`src/rtl/scl_pkg.sv`:
```
package scl_pkg;

    typedef enum logic [1:0] {
        ST_IDLE = 2'd0,
        ST_LOW  = 2'd1,
        ST_HIGH = 2'd2
    } scl_state_e;

endpackage

```
`src/rtl/scl_cfg_shadow.sv`:
```
module scl_cfg_shadow #(
    parameter int PSC_W = 8,
    parameter int CNT_W = 8
) (
    input  logic                 clk,
    input  logic                 rst_n,
    input  logic                 enable,
    input  logic [PSC_W-1:0]     psc_in,
    input  logic [2*CNT_W-1:0]   low_in,
    input  logic [2*CNT_W-1:0]   high_in,
    output logic [PSC_W-1:0]     psc_q,
    output logic [2*CNT_W-1:0]   low_q,
    output logic [2*CNT_W-1:0]   high_q
);

    // Shadow copies follow the inputs only while the block is disabled.
    always_ff @(posedge clk or negedge rst_n) begin
        if (!rst_n) begin
            psc_q  <= '0;
            low_q  <= '0;
            high_q <= '0;
        end else if (!enable) begin
            psc_q  <= psc_in;
            low_q  <= low_in;
            high_q <= high_in;
        end
    end

endmodule

```
`src/rtl/scl_presc.sv`:
```
module scl_presc #(
    parameter int PSC_W = 8
) (
    input  logic             clk,
    input  logic             rst_n,
    input  logic             enable,
    input  logic             bypass,
    input  logic             restart,
    input  logic [PSC_W-1:0] psc,
    output logic             tick
);

    logic [PSC_W-1:0] div_q;
    logic             wrap;

    assign wrap = (div_q == psc);
    assign tick = enable & (bypass | wrap);

    always_ff @(posedge clk or negedge rst_n) begin
        if (!rst_n) begin
            div_q <= '0;
        end else if (!enable || bypass || restart || wrap) begin
            div_q <= '0;
        end else begin
            div_q <= div_q + PSC_W'(1);
        end
    end

endmodule

```
`src/rtl/scl_len_sel.sv`:
```
module scl_len_sel #(
    parameter int CNT_W    = 8,
    parameter int LOW_ADD  = 7,
    parameter int HIGH_ADD = 5,
    localparam int LEN_W   = CNT_W + 1
) (
    input  logic               hs,
    input  logic [2*CNT_W-1:0] low_q,
    input  logic [2*CNT_W-1:0] high_q,
    output logic [LEN_W-1:0]   low_len,
    output logic [LEN_W-1:0]   high_len
);

    logic [CNT_W-1:0] low_fld [2];
    logic [CNT_W-1:0] high_fld [2];

    // Slot 0 holds the Standard/Fast field, slot 1 the high-speed field.
    for (genvar g = 0; g < 2; g++) begin : g_fld
        assign low_fld[g]  = low_q[g*CNT_W +: CNT_W];
        assign high_fld[g] = high_q[g*CNT_W +: CNT_W];
    end

    always_comb begin
        low_len  = {1'b0, low_fld[hs]}  + LEN_W'(LOW_ADD);
        high_len = {1'b0, high_fld[hs]} + LEN_W'(HIGH_ADD);
    end

endmodule

```
`src/rtl/scl_phase_fsm.sv`:
```
module scl_phase_fsm
    import scl_pkg::*;
#(
    parameter int CNT_W  = 8,
    localparam int LEN_W = CNT_W + 1
) (
    input  logic             clk,
    input  logic             rst_n,
    input  logic             enable,
    input  logic             master,
    input  logic             run,
    input  logic             hs_req,
    input  logic             tick,
    input  logic [LEN_W-1:0] low_len,
    input  logic [LEN_W-1:0] high_len,
    output logic             hs_eff,
    output logic             phase_start,
    output logic             scl_o
);

    scl_state_e       state_q, state_n;
    logic [LEN_W-1:0] cnt_q, cnt_n;
    logic             hs_n;
    logic             low_done, high_done;

    assign low_done  = (cnt_q == low_len - LEN_W'(1));
    assign high_done = (cnt_q == high_len - LEN_W'(1));

    // State register
    always_ff @(posedge clk or negedge rst_n) begin
        if (!rst_n) begin
            state_q <= ST_IDLE;
            cnt_q   <= '0;
            hs_eff  <= 1'b0;
        end else begin
            state_q <= state_n;
            cnt_q   <= cnt_n;
            hs_eff  <= hs_n;
        end
    end

    // Transitions
    always_comb begin
        state_n     = state_q;
        cnt_n       = cnt_q;
        hs_n        = hs_eff;
        phase_start = 1'b0;
        if (!enable) begin
            state_n = ST_IDLE;
            cnt_n   = '0;
            hs_n    = 1'b0;
        end else if (!master) begin
            state_n = ST_IDLE;
            cnt_n   = '0;
        end else if (tick) begin
            unique case (state_q)
                ST_IDLE: begin
                    if (run) begin
                        phase_start = 1'b1;
                    end
                end
                ST_LOW: begin
                    if (low_done) begin
                        state_n = ST_HIGH;
                        cnt_n   = '0;
                    end else begin
                        cnt_n = cnt_q + LEN_W'(1);
                    end
                end
                ST_HIGH: begin
                    if (high_done) begin
                        if (run) begin
                            phase_start = 1'b1;
                        end else begin
                            state_n = ST_IDLE;
                            cnt_n   = '0;
                        end
                    end else begin
                        cnt_n = cnt_q + LEN_W'(1);
                    end
                end
                default: begin
                    state_n = ST_IDLE;
                    cnt_n   = '0;
                end
            endcase
            if (phase_start) begin
                state_n = ST_LOW;
                cnt_n   = '0;
                hs_n    = hs_req;
            end
        end
    end

    // Outputs
    always_comb begin
        unique case (state_q)
            ST_LOW:  scl_o = 1'b0;
            ST_HIGH: scl_o = 1'b1;
            default: scl_o = 1'b1;
        endcase
    end

endmodule

```
`src/rtl/scl_wavegen.sv`:
```
module scl_wavegen #(
    parameter int PSC_W    = 8,
    parameter int CNT_W    = 8,
    parameter int LOW_ADD  = 7,
    parameter int HIGH_ADD = 5,
    localparam int LEN_W   = CNT_W + 1
) (
    input  logic               clk,
    input  logic               rst_n,
    input  logic               enable,
    input  logic               master,
    input  logic               run,
    input  logic               hs_sel,
    input  logic [PSC_W-1:0]   psc_cfg,
    input  logic [2*CNT_W-1:0] low_cfg,
    input  logic [2*CNT_W-1:0] high_cfg,
    output logic               scl_o,
    output logic               tick_o
);

    logic [PSC_W-1:0]   psc_sh;
    logic [2*CNT_W-1:0] low_sh;
    logic [2*CNT_W-1:0] high_sh;
    logic [LEN_W-1:0]   low_len;
    logic [LEN_W-1:0]   high_len;
    logic               hs_eff;
    logic               phase_start;
    logic               tick;

    scl_cfg_shadow #(.PSC_W(PSC_W), .CNT_W(CNT_W)) u_shadow (
        .clk     (clk),
        .rst_n   (rst_n),
        .enable  (enable),
        .psc_in  (psc_cfg),
        .low_in  (low_cfg),
        .high_in (high_cfg),
        .psc_q   (psc_sh),
        .low_q   (low_sh),
        .high_q  (high_sh)
    );

    scl_presc #(.PSC_W(PSC_W)) u_presc (
        .clk     (clk),
        .rst_n   (rst_n),
        .enable  (enable),
        .bypass  (hs_eff),
        .restart (phase_start),
        .psc     (psc_sh),
        .tick    (tick)
    );

    scl_len_sel #(.CNT_W(CNT_W), .LOW_ADD(LOW_ADD), .HIGH_ADD(HIGH_ADD)) u_len (
        .hs       (hs_eff),
        .low_q    (low_sh),
        .high_q   (high_sh),
        .low_len  (low_len),
        .high_len (high_len)
    );

    scl_phase_fsm #(.CNT_W(CNT_W)) u_fsm (
        .clk         (clk),
        .rst_n       (rst_n),
        .enable      (enable),
        .master      (master),
        .run         (run),
        .hs_req      (hs_sel),
        .tick        (tick),
        .low_len     (low_len),
        .high_len    (high_len),
        .hs_eff      (hs_eff),
        .phase_start (phase_start),
        .scl_o       (scl_o)
    );

    assign tick_o = tick;

endmodule

```
`config.mk`:
```
export PLATFORM = sky130hd
export DESIGN_NAME = scl_wavegen
export DESIGN_NICKNAME = d
export VERILOG_FILES = /design/src/rtl/scl_pkg.sv /design/src/rtl/scl_cfg_shadow.sv /design/src/rtl/scl_presc.sv /design/src/rtl/scl_len_sel.sv /design/src/rtl/scl_phase_fsm.sv /design/src/rtl/scl_wavegen.sv
export SDC_FILE = /design/constraint.sdc
export NUM_CORES = 1
export LEC_CHECK = 0
export ABC_AREA = 0
export BUFFER_PORTS_ARGS = -buffer_cell sky130_fd_sc_hd__clkbuf_2
export CAP_MARGIN = 20
export CORE_ASPECT_RATIO = 1.5
export CORE_MARGIN = 3
export CORE_UTILIZATION = 58
export DETAILED_ROUTE_END_ITERATION = 12
export PLACE_DENSITY = 0.89
export SYNTH_ARGS = -nofsm -noshare
export SYNTH_HDL_FRONTEND = slang
export SYNTH_SLANG_ARGS = --single-unit
export TNS_END_PERCENT = 100
```
`constraint.sdc`:
```
create_clock -name clk -period 8.8 [get_ports clk]
set_clock_uncertainty 0.05 [all_clocks]
set_input_delay 1.76 -clock clk [delete_from_list [all_inputs] [get_ports clk]]
set_output_delay 1.76 -clock clk [all_outputs]
set_load 0.01 [all_outputs]
```
==> results.py, run 1 <==
metrics = {
    "global_routing": {
        "met3_usage_pct": 5.66,
        "antenna_found_initial": 0,
        "use_met2_pct": 45.1,
        "grt-ovfl-total": 0,
        "grt_pass1_wl_mm": 13.4,
        "first_global_vias": 2799,
        "grt_max_degree": 61,
        "track_usage_pct": 24.2,
        "met1_usage_pct": 26.9,
        "grt_busiest_layer": "met2",
    },
    "yosys": {
        "synth-edff-count": 0,
        "synth_top_cell_area_share_pct": 42.8,
        "ys_top_cells_by_area": "dfrtp_1, mux2_2, xor2_1",
        "synthCells": 316,
        "synth-xor-area-share_pct": 9.62,
        "synth_fa_ha_area_share_pct": 2.85,
        "async_reset_ff_share_pct": 100,
        "synth_area_um2": 3510,
        "yosysUniqueCellTypes": 52,
        "synth_seq_cells": 60,
        "yosys_warnings": 0,
        "synth_fp_nets": 370,
        "synth_compound_area_share_pct": 10.7,
        "synthMuxAreaShare_pct": 18.1,
        "post-synth-top-area-cell": "dfrtp_1",
        "synth_ff_type": "dfrtp_1",
        "synth.yosys.seq_area_share_pct": 42.8,
        "syn_area_per_cell_um2": 11.1,
        "yosys.area_share.simple_pct": 13.3,
        "synth_top_family_by_area": "multiplexers",
    },
    "cells_and_area": {
        "final_cell_area_um2": 4010,
        "layout-drive-gt1-share_pct": 32.1,
        "instances_no_fill": 440,
        "num_antenna_cells": 0,
        "syn2layout_area_growth_pct": 14.3,
        "final_core_util_pct": 68.9,
        "fillers": 396,
        "nets": 417,
        "regArea_um2": 1500,
        "multiInputGateArea_um2": 1920,
    },
    "routing": {
        "drt_iter0_drc": 141,
        "firstDrtPassIters": 5,
        "routed_wirelength_mm": 7.74,
        "detail_route.wl_per_cell_um": 17.6,
        "drc": 0,
        "vias": 2649,
        "viasPerCell": 6.02,
        "final_antenna_net_count": 0,
    },
    "floorplanning": {
        "die_w_um": 69.5,
        "io_pins": 48,
        "dieArea_um2": 7040,
        "die_h_um": 101,
        "design.core.area_um2": 5830,
        "start_util_pct": 60.3,
        "rows": 34,
    },
    "setup_path": {
        "max_stage_delay_ns": 0.44,
        "ff2ff_path_depth": 11,
        "cp_max_fo": 45,
        "critPathCaptureType": "output port",
        "crit_top_cell": "clkbuf_2",
        "cp_cell_sequence": "clkbuf_2 -> buf_4 -> nor2b_1 -> clkbuf_2",
        "crit_required_ns": 6.99,
        "path_depth": 4,
        "critPathTopFamily": "buffers and inverters",
        "path_buf_inv": 3,
        "cpMaxStageDelayCell": "buf_4",
        "worst-endpoint-arrival_ns": 2.65,
        "startpoint_type": "input pin",
        "worst-setup-path-type": "input pin to output port",
    },
    "clocking": {
        "clk_latency_ns": 0.34,
        "holdBufCountCts": 0,
        "cts.clk_slew.worst_paths_ns": 0.07,
        "cts_tree": "done",
        "clockBufferDepth": 2,
        "cts_setup_buffers": 0,
        "numCtsBuffers": 9,
        "post_cts_resized": 0,
        "clock-sinks": 60,
        "htree_levels": 3,
        "root_buffer": "clkbuf_8",
    },
    "place": {
        "hpwl_mm": 5.55,
        "place.gp.congestion": 0.908,
        "io_buffers": 47,
        "dpl.cell_count": 424,
        "placed_area_um2": 3790,
    },
    "timing": {
        "fmax_mhz": 224,
        "rsz0062_at_grt": "false",
        "setup_tns_ns": 0,
        "period_share_pct": 50.6,
        "max_slew_margin_pct": 50.0,
        "drv_slew": 0,
        "period_needed_ns": 4.46,
        "hold_violations": 0,
        "setup_viol": 0,
        "worst_pin_slew_ns": 0.749,
    },
    "hold_path": {
        "worstHoldPathCells": 1,
        "hold_path_class": "register to register",
    },
    "pwr": {
        "peakVddDrop_mv": 0.176,
        "powerDensity_nw_per_um2": 171,
        "finalPower_uw": 688,
        "p_leak_uw": 0.00174,
    },
    "job": {
        "maxCapViolCount": 0,
    },
    "run_status": {
        "outcome": "finished, final reports clean",
    },
}
[cells in the mapped netlist, drive strengths merged, types with 3 or more instances]
master   instances
nand2b           4
nor3             8
a41oi            3
nand2           16
and3             6
nand3           14
o2bb2ai          3
o21ai            9
o31ai            4
ha               8
nor2            14
mux2            43
dfrtp           60
mux2i           15
inv              5
o211ai           4
xnor2           15
a21oi            8
buf             10
a31o             4
xor2            21
nand4            6
clkbuf           5
[flip-flops by register name (all words and copies together) (netlist names)]
name             cells
u_fsm.cnt_q          9
u_fsm.state_q        2
u_shadow.high_q     16
u_shadow.low_q      16
u_shadow.psc_q       8
u_presc.div_q        8
u_fsm.hs_eff         1
[cell type report]
class	instances	share of cell area, %
clock buffers	10	3.43
clock inverters	6	2.18
inverters	5	0.468
multi-input cells	236	47.7
flip-flops and latches	60	37.4
well taps	72	2.24
repair buffers	51	6.55
[final timing paths]
kind                                                 from                             end  slack (ns)
setup / recovery                                   enable                          tick_o        4.34
hold / removal             u_shadow.high_q[1]$_DFFE_PN0N_  u_shadow.high_q[1]$_DFFE_PN0N_        0.46
setup reg to reg                 u_fsm.hs_eff$_DFFE_PN0P_      u_fsm.cnt_q[6]$_DFFE_PN0P_        5.31
hold reg to reg            u_shadow.high_q[1]$_DFFE_PN0N_  u_shadow.high_q[1]$_DFFE_PN0N_        0.46
max in group asynchronous                           rst_n  u_shadow.low_q[14]$_DFFE_PN0N_        6.69
min in group asynchronous                           rst_n  u_shadow.high_q[6]$_DFFE_PN0N_        1.51
[power breakdown]
| group | switching, µW | leakage (µW) | internal, µW |
|---|---|---|---|
| registers | 20.0 | 0.000744 | 296 |
| clock network | 109 | 0.000116 | 167 |
| logic | 47.2 | 0.000881 | 48.8 |
[cell families (layout without fill, tap and decap cells)]
family | Yosys count | after routing
AO/OA/AOI/OAI | 49 | 49
XOR/XNOR | 37 | 37
adder cells (fa/ha/maj) | 8 | 8
buffers and inverters | 20 | 72
flip-flops | 60 | 60
multiplexers | 58 | 58
AND/OR/NAND/NOR | 84 | 84
[metal layers]
metal  up-vias  part of all wire (%)
met5         -                     0
met4         0                   1.9
met3        15                   4.2
met2        70                    56
met1      1316                    38
li1       1248                     -
[per-stage QoR]
step	setup WS (ns)	hold slack [ns]
after floorplan	4.40	0.429
after global placement	4.38	0.438
after detailed placement	4.35	0.442
after CTS	4.33	0.457
after global routing	4.26	0.481
final	4.34	0.457
[cell usage in the layout (no fill, tap or decap), types with 3 or more instances in the layout]
cell,Yosys,routed
nand3_1,13,13
buf_4,0,3
nand2_1,16,16
inv_1,5,5
mux2_2,43,43
and3_1,6,6
dfrtp_1,60,60
xnor2_1,15,15
xor2_1,21,21
o21ai_0,8,8
mux2i_1,15,15
clkbuf_2,0,47
clkbuf_8,0,10
nand4_1,6,6
nand2b_1,4,4
o2bb2ai_1,3,3
o31ai_1,4,4
a31o_2,3,3
nor2_1,13,13
a21oi_1,8,8
o211ai_1,4,4
ha_1,8,8
nor3_1,8,8
Note: power is estimated with default switching activity, not from simulation.
==> run 2: changes to the inputs <==
--- a/config.mk
+++ b/config.mk
@@ -10,9 +10,9 @@
 export CAP_MARGIN = 20
 export CORE_ASPECT_RATIO = 1.5
 export CORE_MARGIN = 3
-export CORE_UTILIZATION = 58
+export CORE_UTILIZATION = 52
 export DETAILED_ROUTE_END_ITERATION = 12
-export PLACE_DENSITY = 0.89
+export PLACE_DENSITY = 0.85
 export SYNTH_ARGS = -nofsm -noshare
 export SYNTH_HDL_FRONTEND = slang
 export SYNTH_SLANG_ARGS = --single-unit
==> constraint.sdc (replaced) <==
create_clock -name clk -period 3.86 [get_ports clk]
set_clock_uncertainty 0.05 [all_clocks]
set_input_delay 0.772 -clock clk [delete_from_list [all_inputs] [get_ports clk]]
set_output_delay 0.772 -clock clk [all_outputs]
set_load 0.01 [all_outputs]
==> run 2 against run 1 <==
Net effect:
- setup slack got worse by 3.6 ns
- die area increased by 11%
- sequential share of layout area unchanged
- clock power grew 110%
- critical endpoint is now u_fsm.cnt_q[4]$_DFFE_PN0P_
- non-clock buffer count grew 2
- final cell count grew 1.4%
- sequential cell count unchanged
- global-route usage fell by 3.4 points
- critical path depth is 7 higher
==> results.py, run 2 (synthesized netlist as in run 1, its figures left out) <==
metrics = {
    "global_routing": {
        "antenna_found_initial": 0,
        "grt_pass1_wl_mm": 12.5,
        "track_usage_pct": 20.8,
        "first_global_vias": 2726,
        "grt_max_degree": 45,
        "grt-ovfl-total": 0,
    },
    "clocking": {
        "holdBufCountCts": 0,
        "clockBufferDepth": 2,
        "htree_levels": 3,
        "cts_tree": "done",
        "clk_latency_ns": 0.34,
        "clock-sinks": 60,
        "cts.clk_slew.worst_paths_ns": 0.07,
        "cts_setup_buffers": 0,
        "root_buffer": "clkbuf_8",
        "numCtsBuffers": 9,
        "post_cts_resized": 0,
    },
    "pwr": {
        "pwr-share-comb_pct": 14.3,
        "finalPower_uw": 1510,
        "power.share.switching_pct": 25.8,
        "powerDensity_nw_per_um2": 375,
        "intPower_uw": 1120,
        "peakVddDrop_mv": 0.263,
        "p_leak_uw": 0.00174,
        "seq_power_share_pct": 47.9,
        "power_switching_uw": 388,
        "clkPwrFrac_pct": 37.8,
    },
    "floorplanning": {
        "rows": 36,
        "start_util_pct": 53.8,
        "die_h_um": 107,
        "design.core.area_um2": 6530,
        "die_w_um": 73.1,
        "dieArea_um2": 7800,
        "io_pins": 48,
    },
    "setup_path": {
        "cp_cell_sequence": "buf_4 -> mux2_2 -> ha_1 -> inv_1 -> xnor3_1 -> o2111ai_1 -> o211ai_1 -> o211ai_1 -> a41oi_4 -> or3_1 -> o2bb2ai_1",
        "max_stage_delay_ns": 0.41,
        "crit_top_cell": "o211ai_1",
        "worst-endpoint-arrival_ns": 3.34,
        "critPathCaptureType": "register",
        "cp_max_fo": 17,
        "crit_required_ns": 4.07,
        "startpoint_type": "register",
        "cpMaxStageDelayCell": "xnor3_1",
        "worst-setup-path-type": "register to register",
    },
    "timing": {
        "worst_pin_slew_ns": 0.687,
        "fmax_mhz": 320,
        "period_share_pct": 81.0,
        "max_slew_margin_pct": 53.7,
        "hold_violations": 0,
        "period_needed_ns": 3.13,
        "rsz0062_at_grt": "false",
        "setup_viol": 0,
        "setup_ws_ns": 0.732,
        "drv_slew": 0,
        "setup_tns_ns": 0,
    },
    "place": {
        "hpwl_mm": 5.70,
        "io_buffers": 47,
        "place.gp.congestion": 0.907,
        "post-place-ws_ns": 0.747,
    },
    "routing": {
        "detail_route.wl_per_cell_um": 16.7,
        "viasPerCell": 5.95,
        "firstDrtPassIters": 4,
        "routed_wirelength_mm": 7.47,
        "drc": 0,
        "vias": 2653,
        "final_antenna_net_count": 0,
        "drt_iter0_drc": 128,
    },
    "cells_and_area": {
        "num_antenna_cells": 0,
        "regArea_um2": 1500,
        "layout_commonest_cell": "dfrtp_1",
        "multiInputGateArea_um2": 1920,
        "top_regs": "u_shadow.high_q (16), u_shadow.low_q (16), u_fsm.cnt_q (9)",
        "final_cell_mix": "dfrtp_1, clkbuf_2, mux2_2",
        "layout-drive-gt1-share_pct": 32.2,
        "syn2layout_area_growth_pct": 14.3,
        "fillers": 476,
        "final_core_util_pct": 61.5,
        "nets": 419,
    },
    "run_status": {
        "outcome": "finished, final reports clean",
    },
    "hold_path": {
        "hold_path_class": "input pin to asynchronous set/reset pin",
    },
    "job": {
        "maxCapViolCount": 0,
    },
}
run 2: worst paths after layout:
| path | endpoint | start | slack, ns | cells past startpoint |
|---|---|---|---|---|
| max in group asynchronous | u_presc.div_q[1]$_DFF_PN0_ | rst_n | 2.68 | 2 |
| worst min-delay path | u_fsm.state_q[1]$_DFFE_PN0P_ | rst_n | 0.39 | 1 |
| worst max register to register | u_fsm.cnt_q[4]$_DFFE_PN0P_ | u_fsm.hs_eff$_DFFE_PN0P_ | 0.73 | 11 |
| min in group clk | u_shadow.high_q[0]$_DFFE_PN0N_ | u_shadow.high_q[0]$_DFFE_PN0N_ | 0.47 | 1 |
| worst min register to register | u_shadow.high_q[0]$_DFFE_PN0N_ | u_shadow.high_q[0]$_DFFE_PN0N_ | 0.47 | 1 |
| worst max-delay path | u_fsm.cnt_q[4]$_DFFE_PN0P_ | u_fsm.hs_eff$_DFFE_PN0P_ | 0.73 | 11 |
run 2: power by group through the flow:
stage	registers, µW	logic, µW	clock network, µW
final	721	215	570
after global routing	727	239	602
after CTS	721	217	580
after detailed placement	732	216	0
after global placement	729	207	0
after floorplan	717	152	0
run 2: stage by stage:
| stage | cells | area (µm²) | hold slack [ns] |
|---|---|---|---|
| CTS | 446 | 4010 | 0.399 |
| global placement | 430 | 3810 | 0.439 |
| detailed placement | 430 | 3810 | 0.452 |
| floorplan | 316 | 3510 | 0.426 |
| finish | 446 | 4010 | 0.391 |
| global route | 446 | 4010 | 0.432 |
run 2: layout make-up:
| type | instances | share of cell area (%) |
|---|---|---|
| Multi-Input combinational cell | 236 | 47.7 |
| Sequential cell | 60 | 37.4 |
| Timing Repair Buffer | 53 | 6.98 |
| Clock buffer | 12 | 3.87 |
| Tap cell | 76 | 2.37 |
| Clock inverter | 4 | 1.18 |
| Inverter | 5 | 0.468 |
run 2: routing by layer:
metal,wire length [µm],part of all wire [%],up-vias,track usage (%)
met5,0,0,-,0
met4,283,3.8,0,10.8
met3,339,4.5,20,4.69
met2,4000,54,87,36.7
met1,2850,38,1293,22.6
li1,-,-,1253,-
run 2: worst max-delay path, delay by kind of cell (launching register included):
family          cells  cell delay (ns)
simple gates        1             0.41
flops               1             0.36
compound gates      5             0.83
buf+inv             2             0.36
xor+xnor            1             0.41
mux                 1             0.38
fa+ha+maj           1             0.25
==> run 3: changes to the inputs <==
==> constraint.sdc (replaced) <==
create_clock -name clk -period 2.7 [get_ports clk]
set_clock_uncertainty 0.05 [all_clocks]
set_input_delay 0.54 -clock clk [delete_from_list [all_inputs] [get_ports clk]]
set_output_delay 0.54 -clock clk [all_outputs]
set_load 0.01 [all_outputs]
==> run 3 against run 2 <==
Net effect:
- the run now ends with negative setup slack left
- non-clock buffer count up 15
- die area unchanged
- register-to-register slack worse by 0.76 ns
- sequential power up 43%
- first-iteration DRC count up 96%
- count of clock-buffer cells in the layout down 2
- global-route usage up 1.4 points
- critical path type unchanged
- largest cell class unchanged
==> results.py, run 3 (synthesized netlist as in run 1, its figures left out) <==
metrics = {
    "timing": {
        "setup_tns_ns": -0.0994,
        "worst_pin_slew_ns": 0.753,
        "hold_violations": 0,
        "setup_viol": 6,
        "period_share_pct": 101,
        "fmax_mhz": 366,
        "drv_slew": 0,
        "setup_ws_ns": -0.0319,
        "period_needed_ns": 2.73,
        "rsz0062_at_grt": "true",
        "max_slew_margin_pct": 49.5,
    },
    "setup_path": {
        "cp_max_fo": 6,
        "startpoint_type": "register",
        "critPathCaptureType": "register",
        "critPathTopFamily": "compound AO/OA/AOI/OAI gates",
        "rrSetupSlack_ns": -0.03,
        "path_depth": 11,
        "cp_cell_sequence": "buf_4 -> mux2_4 -> ha_4 -> inv_4 -> a32o_2 -> mux2i_1 -> o31ai_2 -> o211ai_1 -> a41oi_4 -> or3_4 -> o2bb2ai_1",
        "worst-setup-path-type": "register to register",
        "worst-endpoint-arrival_ns": 2.95,
        "ff2ff_path_depth": 11,
        "timing.rr.end": "u_fsm.cnt_q[4]$_DFFE_PN0P_",
        "r2r_start": "u_fsm.hs_eff$_DFFE_PN0P_",
        "crit_required_ns": 2.92,
        "cpMaxStageDelayCell": "dfrtp_2",
        "max_stage_delay_ns": 0.44,
        "path_buf_inv": 2,
    },
    "floorplanning": {
        "rows": 36,
        "io_pins": 48,
        "design.core.area_um2": 6530,
        "die_h_um": 107,
        "start_util_pct": 53.8,
        "die_w_um": 73.1,
        "dieArea_um2": 7800,
    },
    "clocking": {
        "clk_latency_ns": 0.35,
        "clock-sinks": 60,
        "cts_tree": "done",
        "clockBufferDepth": 2,
        "htree_levels": 3,
        "numCtsBuffers": 9,
        "cts.clk_slew.worst_paths_ns": 0.08,
        "root_buffer": "clkbuf_8",
        "holdBufCountCts": 0,
    },
    "pwr": {
        "peakVddDrop_mv": 0.378,
        "powerDensity_nw_per_um2": 513,
        "p_leak_uw": 0.00183,
        "finalPower_uw": 2170,
    },
    "place": {
        "io_buffers": 47,
        "place.gp.congestion": 0.864,
        "placed_area_um2": 3880,
        "hpwl_mm": 5.75,
    },
    "cells_and_area": {
        "layout-drive-gt1-share_pct": 39.6,
        "final_cell_mix": "dfrtp_1, clkbuf_2, mux2_2",
        "layout_commonest_cell": "dfrtp_1",
        "fillers": 470,
        "nets": 434,
        "final_cell_area_um2": 4230,
        "top_regs": "u_shadow.high_q (16), u_shadow.low_q (16), u_fsm.cnt_q (9)",
        "syn2layout_area_growth_pct": 20.6,
        "num_antenna_cells": 0,
    },
    "global_routing": {
        "first_global_vias": 2835,
        "grt_pass1_wl_mm": 13.1,
        "grt-ovfl-total": 0,
        "grt_max_degree": 61,
        "track_usage_pct": 22.2,
        "antenna_found_initial": 0,
    },
    "routing": {
        "detail_route.wl_per_cell_um": 17.5,
        "vias": 2748,
        "routed_wirelength_mm": 8.05,
        "final_antenna_net_count": 0,
        "viasPerCell": 5.97,
        "drt_iter0_drc": 251,
        "drc": 0,
        "firstDrtPassIters": 4,
    },
    "hold_path": {
        "hold_path_class": "input pin to asynchronous set/reset pin",
    },
    "job": {
        "maxCapViolCount": 0,
    },
    "run_status": {
        "outcome": "complete, but fails checks",
        "violations": "negative setup slack",
    },
}
run 3: cell count changes in the layout (fill, tap and decap cells not counted), moves of 2 or more:
cell and delta:
o21ai_1 +4, buf_4 +11, a21oi_2 +2, o21ai_0 -4, buf_6 +4, a21oi_1 -2
o31ai_1 -4, o31ai_4 +2, ha_1 -2, o31ai_2 +2
run 3: worst max-delay path by stage:
stage | startpoint | slack [ns] | end
after detailed placement | u_fsm.hs_eff$_DFFE_PN0P_ | -0.16 | u_fsm.cnt_q[4]$_DFFE_PN0P_
after global placement | u_fsm.hs_eff$_DFFE_PN0P_ | 0.01 | u_fsm.cnt_q[3]$_DFFE_PN0P_
after global routing | u_fsm.hs_eff$_DFFE_PN0P_ | -0.14 | u_fsm.cnt_q[5]$_DFFE_PN0P_
after floorplan | u_fsm.hs_eff$_DFFE_PN0P_ | -0.05 | u_fsm.cnt_q[2]$_DFFE_PN0P_
after CTS | u_fsm.hs_eff$_DFFE_PN0P_ | 0.008 | u_fsm.cnt_q[3]$_DFFE_PN0P_
final | u_fsm.hs_eff$_DFFE_PN0P_ | -0.03 | u_fsm.cnt_q[4]$_DFFE_PN0P_
run 3: what timing repair did:
action | CTS | global route
setup endpoints to repair | 9 | 10
buffers inserted | 3 | 5
cloned | 0 | 0
pin swaps | 4 | 6
resized for setup | 7 | 18
run 3: report_power, final:
group / internal (µW) / switching, µW / total (µW)
Combinational: 182 / 165 / 347
Sequential: 965 / 66.5 / 1030
Clock: 441 / 354 / 795
Total: 1590 / 586 / 2170
run 3: worst reg2reg max path, cell delays in order, from the launching register on:
cell and delay [ns]:
dfrtp_2 0.44, buf_4 0.15, mux2_4 0.20, ha_4 0.16
inv_4 0.05, a32o_2 0.24, mux2i_1 0.20, o31ai_2 0.10
o211ai_1 0.31, a41oi_4 0.21, or3_4 0.39, o2bb2ai_1 0.15
run 3: layer usage:
metal	part of all wire, %	GRT usage [%]	vias up
li1	-	-	1280
met1	37	23.8	1370
met2	56	38.8	80
met3	4.6	5.63	18
met4	2.5	11.6	0
met5	0	0	-
run 3: through the flow:
step	utilization (%)	std cells	hold slack, ns	worst slack, ns
after floorplan	-	316	0.194	-0.0511
after global placement	59.5	437	0.438	0.0136
after detailed placement	59.5	437	0.444	-0.159
after CTS	63.1	455	0.320	0.00764
after global routing	64.8	460	0.349	-0.138
final	64.8	460	0.281	-0.0319
run 3: area by class of cell:
type | count | area [µm²] | share of cell area [%]
Multi-Input combinational cell | 236 | 2020 | 47.6
Sequential cell | 60 | 1500 | 35.5
Timing Repair Buffer | 68 | 408 | 9.63
Clock buffer | 10 | 138 | 3.25
Tap cell | 76 | 95.1 | 2.25
Clock inverter | 5 | 52.6 | 1.24
Inverter | 5 | 21.3 | 0.502
